$ cat src/rtl/gpio_padmux_pkg.sv
package gpio_padmux_pkg;
  localparam int unsigned BUS_W   = 32;
  localparam int unsigned ADDR_W  = 8;
  localparam int unsigned NUM_ALT = 3;

  localparam logic [ADDR_W-1:0] OFS_SET   = 8'h00;
  localparam logic [ADDR_W-1:0] OFS_CLR   = 8'h04;
  localparam logic [ADDR_W-1:0] OFS_OUT   = 8'h08;
  localparam logic [ADDR_W-1:0] OFS_IN    = 8'h0C;
  localparam logic [ADDR_W-1:0] OFS_OE    = 8'h10;
  localparam logic [ADDR_W-1:0] OFS_SELLO = 8'h20;
  localparam logic [ADDR_W-1:0] OFS_SELHI = 8'h24;

  typedef enum logic [1:0] {
    FN_GPIO = 2'd0,
    FN_ALT1 = 2'd1,
    FN_ALT2 = 2'd2,
    FN_ALT3 = 2'd3
  } fn_code_e;

  // Two select registers hold the low and high bit of each pin's code.
  function automatic fn_code_e pin_code(input logic lo, input logic hi);
    return fn_code_e'({hi, lo});
  endfunction

  // Output-value update for the set/clear aliases.
  function automatic logic [BUS_W-1:0] apply_set(input logic [BUS_W-1:0] cur,
                                                 input logic [BUS_W-1:0] m);
    return cur | m;
  endfunction

  function automatic logic [BUS_W-1:0] apply_clr(input logic [BUS_W-1:0] cur,
                                                 input logic [BUS_W-1:0] m);
    return cur & ~m;
  endfunction
endpackage

$ cat src/rtl/gpio_padmux_regs.sv
module gpio_padmux_regs
  import gpio_padmux_pkg::*;
#(
  parameter int unsigned NUM_PINS = 22
) (
  input  logic                clk,
  input  logic                rst_n,
  input  logic [ADDR_W-1:0]   addr,
  input  logic                we,
  input  logic [BUS_W-1:0]    wdata,
  input  logic [NUM_PINS-1:0] sync_in,
  output logic [NUM_PINS-1:0] out_q,
  output logic [NUM_PINS-1:0] oe_q,
  output logic [NUM_PINS-1:0] sel_lo_q,
  output logic [NUM_PINS-1:0] sel_hi_q,
  output logic                ev_wr_set,
  output logic                ev_wr_clr,
  output logic [BUS_W-1:0]    rdata
);
  localparam int unsigned PAD_BITS = BUS_W - NUM_PINS;

  logic [NUM_PINS-1:0] wmask;
  logic ev_wr_out, ev_wr_oe, ev_wr_lo, ev_wr_hi;
  logic [BUS_W-1:0] out_ext;

  assign wmask     = wdata[NUM_PINS-1:0];
  assign ev_wr_set = we && (addr == OFS_SET);
  assign ev_wr_clr = we && (addr == OFS_CLR);
  assign ev_wr_out = we && (addr == OFS_OUT);
  assign ev_wr_oe  = we && (addr == OFS_OE);
  assign ev_wr_lo  = we && (addr == OFS_SELLO);
  assign ev_wr_hi  = we && (addr == OFS_SELHI);
  assign out_ext   = {{PAD_BITS{1'b0}}, out_q};

  always_ff @(posedge clk or negedge rst_n) begin
    if (!rst_n) begin
      out_q <= '0;
    end else if (ev_wr_set) begin
      out_q <= apply_set(out_ext, {{PAD_BITS{1'b0}}, wmask})[NUM_PINS-1:0];
    end else if (ev_wr_clr) begin
      out_q <= apply_clr(out_ext, {{PAD_BITS{1'b0}}, wmask})[NUM_PINS-1:0];
    end else if (ev_wr_out) begin
      out_q <= wmask;
    end
  end

  always_ff @(posedge clk or negedge rst_n) begin
    if (!rst_n) begin
      oe_q     <= '0;
      sel_lo_q <= '0;
      sel_hi_q <= '0;
    end else begin
      if (ev_wr_oe) oe_q     <= wmask;
      if (ev_wr_lo) sel_lo_q <= wmask;
      if (ev_wr_hi) sel_hi_q <= wmask;
    end
  end

  always_comb begin
    rdata = '0;
    unique case (addr)
      OFS_OUT:   rdata[NUM_PINS-1:0] = out_q;
      OFS_IN:    rdata[NUM_PINS-1:0] = sync_in;
      OFS_OE:    rdata[NUM_PINS-1:0] = oe_q;
      OFS_SELLO: rdata[NUM_PINS-1:0] = sel_lo_q;
      OFS_SELHI: rdata[NUM_PINS-1:0] = sel_hi_q;
      default:   rdata = '0;
    endcase
  end
endmodule

$ cat src/rtl/gpio_padmux_sync.sv
module gpio_padmux_sync #(
  parameter int unsigned WIDTH  = 22,
  parameter int unsigned STAGES = 2
) (
  input  logic             clk,
  input  logic             rst_n,
  input  logic [WIDTH-1:0] d,
  output logic [WIDTH-1:0] q
);
  logic [STAGES-1:0][WIDTH-1:0] stage_q;

  always_ff @(posedge clk or negedge rst_n) begin
    if (!rst_n) begin
      stage_q <= '0;
    end else begin
      stage_q[0] <= d;
      for (int s = 1; s < STAGES; s++) stage_q[s] <= stage_q[s-1];
    end
  end

  assign q = stage_q[STAGES-1];
endmodule

$ cat src/rtl/gpio_padmux_route.sv
module gpio_padmux_route
  import gpio_padmux_pkg::*;
#(
  parameter int unsigned NUM_PINS = 22
) (
  input  logic [NUM_PINS-1:0]               sel_lo,
  input  logic [NUM_PINS-1:0]               sel_hi,
  input  logic [NUM_PINS-1:0]               gpio_out,
  input  logic [NUM_PINS-1:0]               gpio_oe,
  input  logic [NUM_PINS-1:0]               pin_sync,
  input  logic [NUM_ALT-1:0][NUM_PINS-1:0]  slot_present,
  input  logic [NUM_ALT-1:0][NUM_PINS-1:0]  alt_out,
  input  logic [NUM_ALT-1:0][NUM_PINS-1:0]  alt_oe,
  output logic [NUM_ALT-1:0][NUM_PINS-1:0]  alt_in,
  output logic [NUM_PINS-1:0]               pad_out,
  output logic [NUM_PINS-1:0]               pad_oe
);
  for (genvar p = 0; p < NUM_PINS; p++) begin : g_pin
    fn_code_e code;
    logic     po, poe;

    assign code = pin_code(sel_lo[p], sel_hi[p]);

    always_comb begin
      po  = gpio_out[p];
      poe = gpio_oe[p];
      if (code != FN_GPIO) begin
        po  = 1'b0;
        poe = 1'b0;
        for (int k = 0; k < NUM_ALT; k++) begin
          if (code == fn_code_e'(k + 1) && slot_present[k][p]) begin
            po  = alt_out[k][p];
            poe = alt_oe[k][p];
          end
        end
      end
    end

    assign pad_out[p] = po;
    assign pad_oe[p]  = poe;

    for (genvar k = 0; k < NUM_ALT; k++) begin : g_slot
      assign alt_in[k][p] = (code == fn_code_e'(k + 1)) && slot_present[k][p] && pin_sync[p];
    end
  end
endmodule

$ cat src/rtl/gpio_padmux.sv
module gpio_padmux
  import gpio_padmux_pkg::*;
#(
  parameter int unsigned        NUM_PINS  = 22,
  parameter logic [NUM_PINS-1:0] ALT1_MAP = 22'h3FFFFF,
  parameter logic [NUM_PINS-1:0] ALT2_MAP = 22'h3EFFF0,
  parameter logic [NUM_PINS-1:0] ALT3_MAP = 22'h03FF30
) (
  input  logic                clk,
  input  logic                rst_n,
  input  logic [7:0]          bus_addr,
  input  logic                bus_we,
  input  logic [31:0]         bus_wdata,
  output logic [31:0]         bus_rdata,
  input  logic [NUM_PINS-1:0] pad_in,
  output logic [NUM_PINS-1:0] pad_out,
  output logic [NUM_PINS-1:0] pad_oe,
  input  logic [NUM_PINS-1:0] alt1_out,
  input  logic [NUM_PINS-1:0] alt1_oe,
  output logic [NUM_PINS-1:0] alt1_in,
  input  logic [NUM_PINS-1:0] alt2_out,
  input  logic [NUM_PINS-1:0] alt2_oe,
  output logic [NUM_PINS-1:0] alt2_in,
  input  logic [NUM_PINS-1:0] alt3_out,
  input  logic [NUM_PINS-1:0] alt3_oe,
  output logic [NUM_PINS-1:0] alt3_in
);
  logic [NUM_PINS-1:0] gpio_out_q, gpio_oe_q, sel_lo_q, sel_hi_q, pin_sync;
  logic                ev_wr_set, ev_wr_clr;
  logic [NUM_ALT-1:0][NUM_PINS-1:0] present_tbl, alt_out_bus, alt_oe_bus, alt_in_bus;

  assign present_tbl = {ALT3_MAP, ALT2_MAP, ALT1_MAP};
  assign alt_out_bus = {alt3_out, alt2_out, alt1_out};
  assign alt_oe_bus  = {alt3_oe, alt2_oe, alt1_oe};
  assign alt1_in     = alt_in_bus[0];
  assign alt2_in     = alt_in_bus[1];
  assign alt3_in     = alt_in_bus[2];

  gpio_padmux_sync #(.WIDTH(NUM_PINS), .STAGES(2)) u_sync (
    .clk(clk), .rst_n(rst_n), .d(pad_in), .q(pin_sync)
  );

  gpio_padmux_regs #(.NUM_PINS(NUM_PINS)) u_regs (
    .clk(clk), .rst_n(rst_n), .addr(bus_addr), .we(bus_we), .wdata(bus_wdata),
    .sync_in(pin_sync), .out_q(gpio_out_q), .oe_q(gpio_oe_q),
    .sel_lo_q(sel_lo_q), .sel_hi_q(sel_hi_q),
    .ev_wr_set(ev_wr_set), .ev_wr_clr(ev_wr_clr), .rdata(bus_rdata)
  );

  gpio_padmux_route #(.NUM_PINS(NUM_PINS)) u_route (
    .sel_lo(sel_lo_q), .sel_hi(sel_hi_q), .gpio_out(gpio_out_q), .gpio_oe(gpio_oe_q),
    .pin_sync(pin_sync), .slot_present(present_tbl), .alt_out(alt_out_bus),
    .alt_oe(alt_oe_bus), .alt_in(alt_in_bus), .pad_out(pad_out), .pad_oe(pad_oe)
  );
endmodule

$ cat config.mk
export PLATFORM = sky130hd
export DESIGN_NAME = gpio_padmux
export DESIGN_NICKNAME = d
export VERILOG_FILES = /design/src/rtl/gpio_padmux_pkg.sv /design/src/rtl/gpio_padmux_regs.sv /design/src/rtl/gpio_padmux_sync.sv /design/src/rtl/gpio_padmux_route.sv /design/src/rtl/gpio_padmux.sv
export SDC_FILE = /design/constraint.sdc
export NUM_CORES = 1
export LEC_CHECK = 0
export ABC_AREA = 1
export BUFFER_PORTS_ARGS = -buffer_cell sky130_fd_sc_hd__clkbuf_2
export CAP_MARGIN = 20
export CORE_MARGIN = 5
export CORE_UTILIZATION = 51
export CTS_BUF_LIST = sky130_fd_sc_hd__clkbuf_2
export DETAILED_ROUTE_END_ITERATION = 8
export HOLD_SLACK_MARGIN = 0.12
export PLACE_DENSITY = 0.82
export SYNTH_ARGS = -nofsm -noshare
export SYNTH_HDL_FRONTEND = slang
export SYNTH_HIERARCHICAL = 1
export SYNTH_SLANG_ARGS = --single-unit
$ cat constraint.sdc
create_clock -name clk -period 2.34 [get_ports clk]
set_clock_uncertainty 0.1 [all_clocks]
set_input_delay 0.234 -clock clk [delete_from_list [all_inputs] [get_ports clk]]
set_output_delay 0.234 -clock clk [all_outputs]
set_load 0.02 [all_outputs]
==> summary.md <==
| Metric | Value |
|---|---|
| R2r startpoint | u_regs/sel_hi_q[19] |
| Post-route clock period utilization | 0.922 |
| DR vias/cell | 5.03 |
| Post-DP HPWL | 19800 um |
| RSZ-0062 raised after global routing | no |
| Max_slew headroom | 0.615 |
| Sw frac | 0.333 |
| Pwr dens | 423 nW/um2 |
| Die Y | around 140 um |
| Setup WS pre-CTS | between 0.2 and 0.3 ns |
| Leak pwr | a little over 6 nW |
| Chip width | 144 um |
| TritonCTS buffer count | 17 |
| Synthesized netlist cell count | 1236 |
| DIE AREA | 20600 um2 |
| Dpl cells | 1831 |
| Clk sinks | 132 |
| Initial cell density of the core | 0.523 |
| H-tree depth | 4 |
| Root Buffer Master | clkbuf_2 |
| Switch Pwr | around 1.6 mW |
| Cell Rows | 48 |
| Final std cells w/o fill | 1954 |
| Worst setup SP type | flop |
| WS Path Type | reg -> out |
| Outcome | finished clean |
| Number of global-route vias before repair | 9291 |
| Worst-Skew Late Latency | around 0.67 ns |
| Final worst slack | 0.182 ns |
| Fraction of layout cells with a size suffix above 1 | 0.252 |
| R2r endpoint | u_regs/sel_hi_q[19] |
| Final hold vios | 0 |
| Pre-Repair DR Iteration Count | 6 |
| First-pass GRT wire length | 44000 um |
| Worst Setup End Kind | output port |
| Ys Warns | 6 |
| TritonCTS clock tree | built |
| Actual slew at the worst max-slew pin | 0.577 ns |
| Largest net degree at the start of global routing | 62 |
| Hold path start | bus_addr[5] |
| Syn Std Cell Area | 9110 um2 |
| Max-slew violations | 0 |
| Post-Route WL | about 28000 um |
| Setup TNS | 0 ns |
| Hold Crit Class | in -> reg |
| CTS clk-pin slew, worst paths | 0.21 ns |
| Maximum clock rate | 463 MHz |
| Peak supply drop | between 0.3 and 0.4 mV |
| Combinational Power Share | 0.201 |
| Final min period | 2.16 ns |
| Endpoints failing setup | 0 |
| Routability Congestion | 0.865 |
| Cells on worst reg2reg path | 2 |
| Gr ovfl total | 0 |
| Clock Tree Buf Depth | 2 |
| Crit path max fanout | 10 |
| Drc violations | 0 |
| # port buffers | slightly above 300 |
| Hold Crit Endpoint | u_regs/oe_q[18] |
| Internal power | around 3.3 mW |
| 1st-iter DRT viols | 512 |
| Clk pwr share | 0.269 |
| GR Util All Layers | 0.264 |
| Nets | ~1900 |
| Maxcap violations | 0 |
| Area grow syn2layout | 28.7% |
| Number of I/O pins | 339 |
| CP required | roughly 2 ns |
| Slack of the worst reg-to-reg path | 1.32 ns |
| Syn_area_per_cell | 7.37 um2 |
| DR vias | 9837 |
| Layout fillers | ~1500 |
| Routed WL per cell | 14.4 um |
| Antenna violations before repair | 2 |
| Depth of the worst hold-timing path | 6 |
| Worst Path Arrival | ~1.8 ns |
| Seq pwr share | 0.529 |
| Core footprint | 17400 um2 |
| Remaining antenna violation count after routing | 0 |
-- layout make-up --
class | instances | area [um2] | share of cell area
clock inverters | 15 | 141 | 0.0121
well taps | 225 | 282 | 0.0240
inverters | 105 | 394 | 0.0336
repair buffers | 409 | 2580 | 0.220
multi-input cells | 1049 | 4930 | 0.421
diodes | 2 | 5.00 | 0.000427
clock buffers | 17 | 85.1 | 0.00726
flip-flops and latches | 132 | 3310 | 0.282
-- placed cells by master (no fill, tap or decap) --
master	n
clkbuf_2	319
nand2_1	309
conb_1	208
nand4_1	176
nand3_1	156
dfrtp_1	128
nor2_1	95
dlygate4sd3_1	89
inv_1	58
o21ai_0	51
inv_2	47
nor2_4	23
o21ai_1	15
buf_4	14
clkinvlp_4	5
dfrtp_2	4
clkinv_2	3
clkinv_1	3
buf_12	3
nand2_2	3
diode_2	2
bufinv_16	2
clkinv_4	2
nor2_2	2
nor3_4	2
a22oi_1	2
buf_6	1
nor3_2	1
nor3b_1	1
nor4_4	1
o21ai_2	1
nand2_4	1
a21oi_2	1
nand3_4	1
-- power groups by stage --
stage	Sequential [mW]	Clock (mW)	Combinational, mW
5_1_grt	2.65	1.48	1.11
2_1_floorplan	2.54	0	0.812
3_3_place_gp	2.65	0	0.869
6_report	2.62	1.33	0.997
4_1_cts	2.62	1.37	0.987
3_5_place_dp	2.66	0	0.888
-- flip-flops by register name, indices dropped and copies added, names as in the netlist --
register and count:
u_regs/oe_q 22, u_regs/out_q 22, u_regs/sel_hi_q 22, u_regs/sel_lo_q 22
u_sync/q 22, u_sync/stage_q 22
-- stage by stage --
| stage | total power [mW] | hold WS (ns) | cell area (um2) | util |
|---|---|---|---|---|
| final | 4.96 | 0.180 | 11700 | 0.673 |
| after global routing | 5.24 | 0.136 | 11700 | 0.673 |
| after CTS | 4.98 | 0.120 | 11700 | 0.673 |
| after detailed placement | 3.55 | 0.144 | 10600 | 0.609 |
| after global placement | 3.52 | 0.144 | 10600 | 0.609 |
| after floorplan | 3.35 | -0.162 | 9880 | - |
-- how the worst max path moves through the flow --
stage	from	endpoint	slack, ns	depth (start not counted)
after floorplan	bus_addr[3]	bus_rdata[20]	0.75	8
after global placement	bus_addr[0]	u_regs/oe_q[19]	0.36	10
after detailed placement	bus_addr[0]	u_regs/out_q[15]	0.28	10
after CTS	u_regs/sel_hi_q[20]	bus_rdata[20]	0.11	5
after global routing	u_regs/sel_lo_q[17]	pad_oe[17]	0.01	4
final	u_regs/sel_lo_q[17]	pad_oe[17]	0.18	4
-- routing by layer --
layer | share of wire | global-route usage | up-vias | wire [um]
met1 | 0.40 | 0.327 | 4539 | 11200
met3 | 0.085 | 0.0599 | 51 | 2400
met4 | 0.017 | 0.0684 | 0 | 492
li1 | - | - | 4832 | -
met5 | 0 | 0 | - | 0
met2 | 0.50 | 0.468 | 415 | 14100
-- critical path, stage by stage (launching register included) --
cell,delay (ns)
dfrtp_1,0.65
inv_2,0.09
nand4_1,0.10
nand4_1,0.11
clkbuf_2,0.18
-- what timing repair did --
| item | CTS | global route |
|---|---|---|
| endpoints found under the hold margin | 242 | 0 |
| setup buffers | 0 | 0 |
| resized for setup | 0 | 4 |
| hold buffers | 89 | 0 |
| setup endpoints to repair | 0 | 4 |
Power figures use the tool's default switching activity.
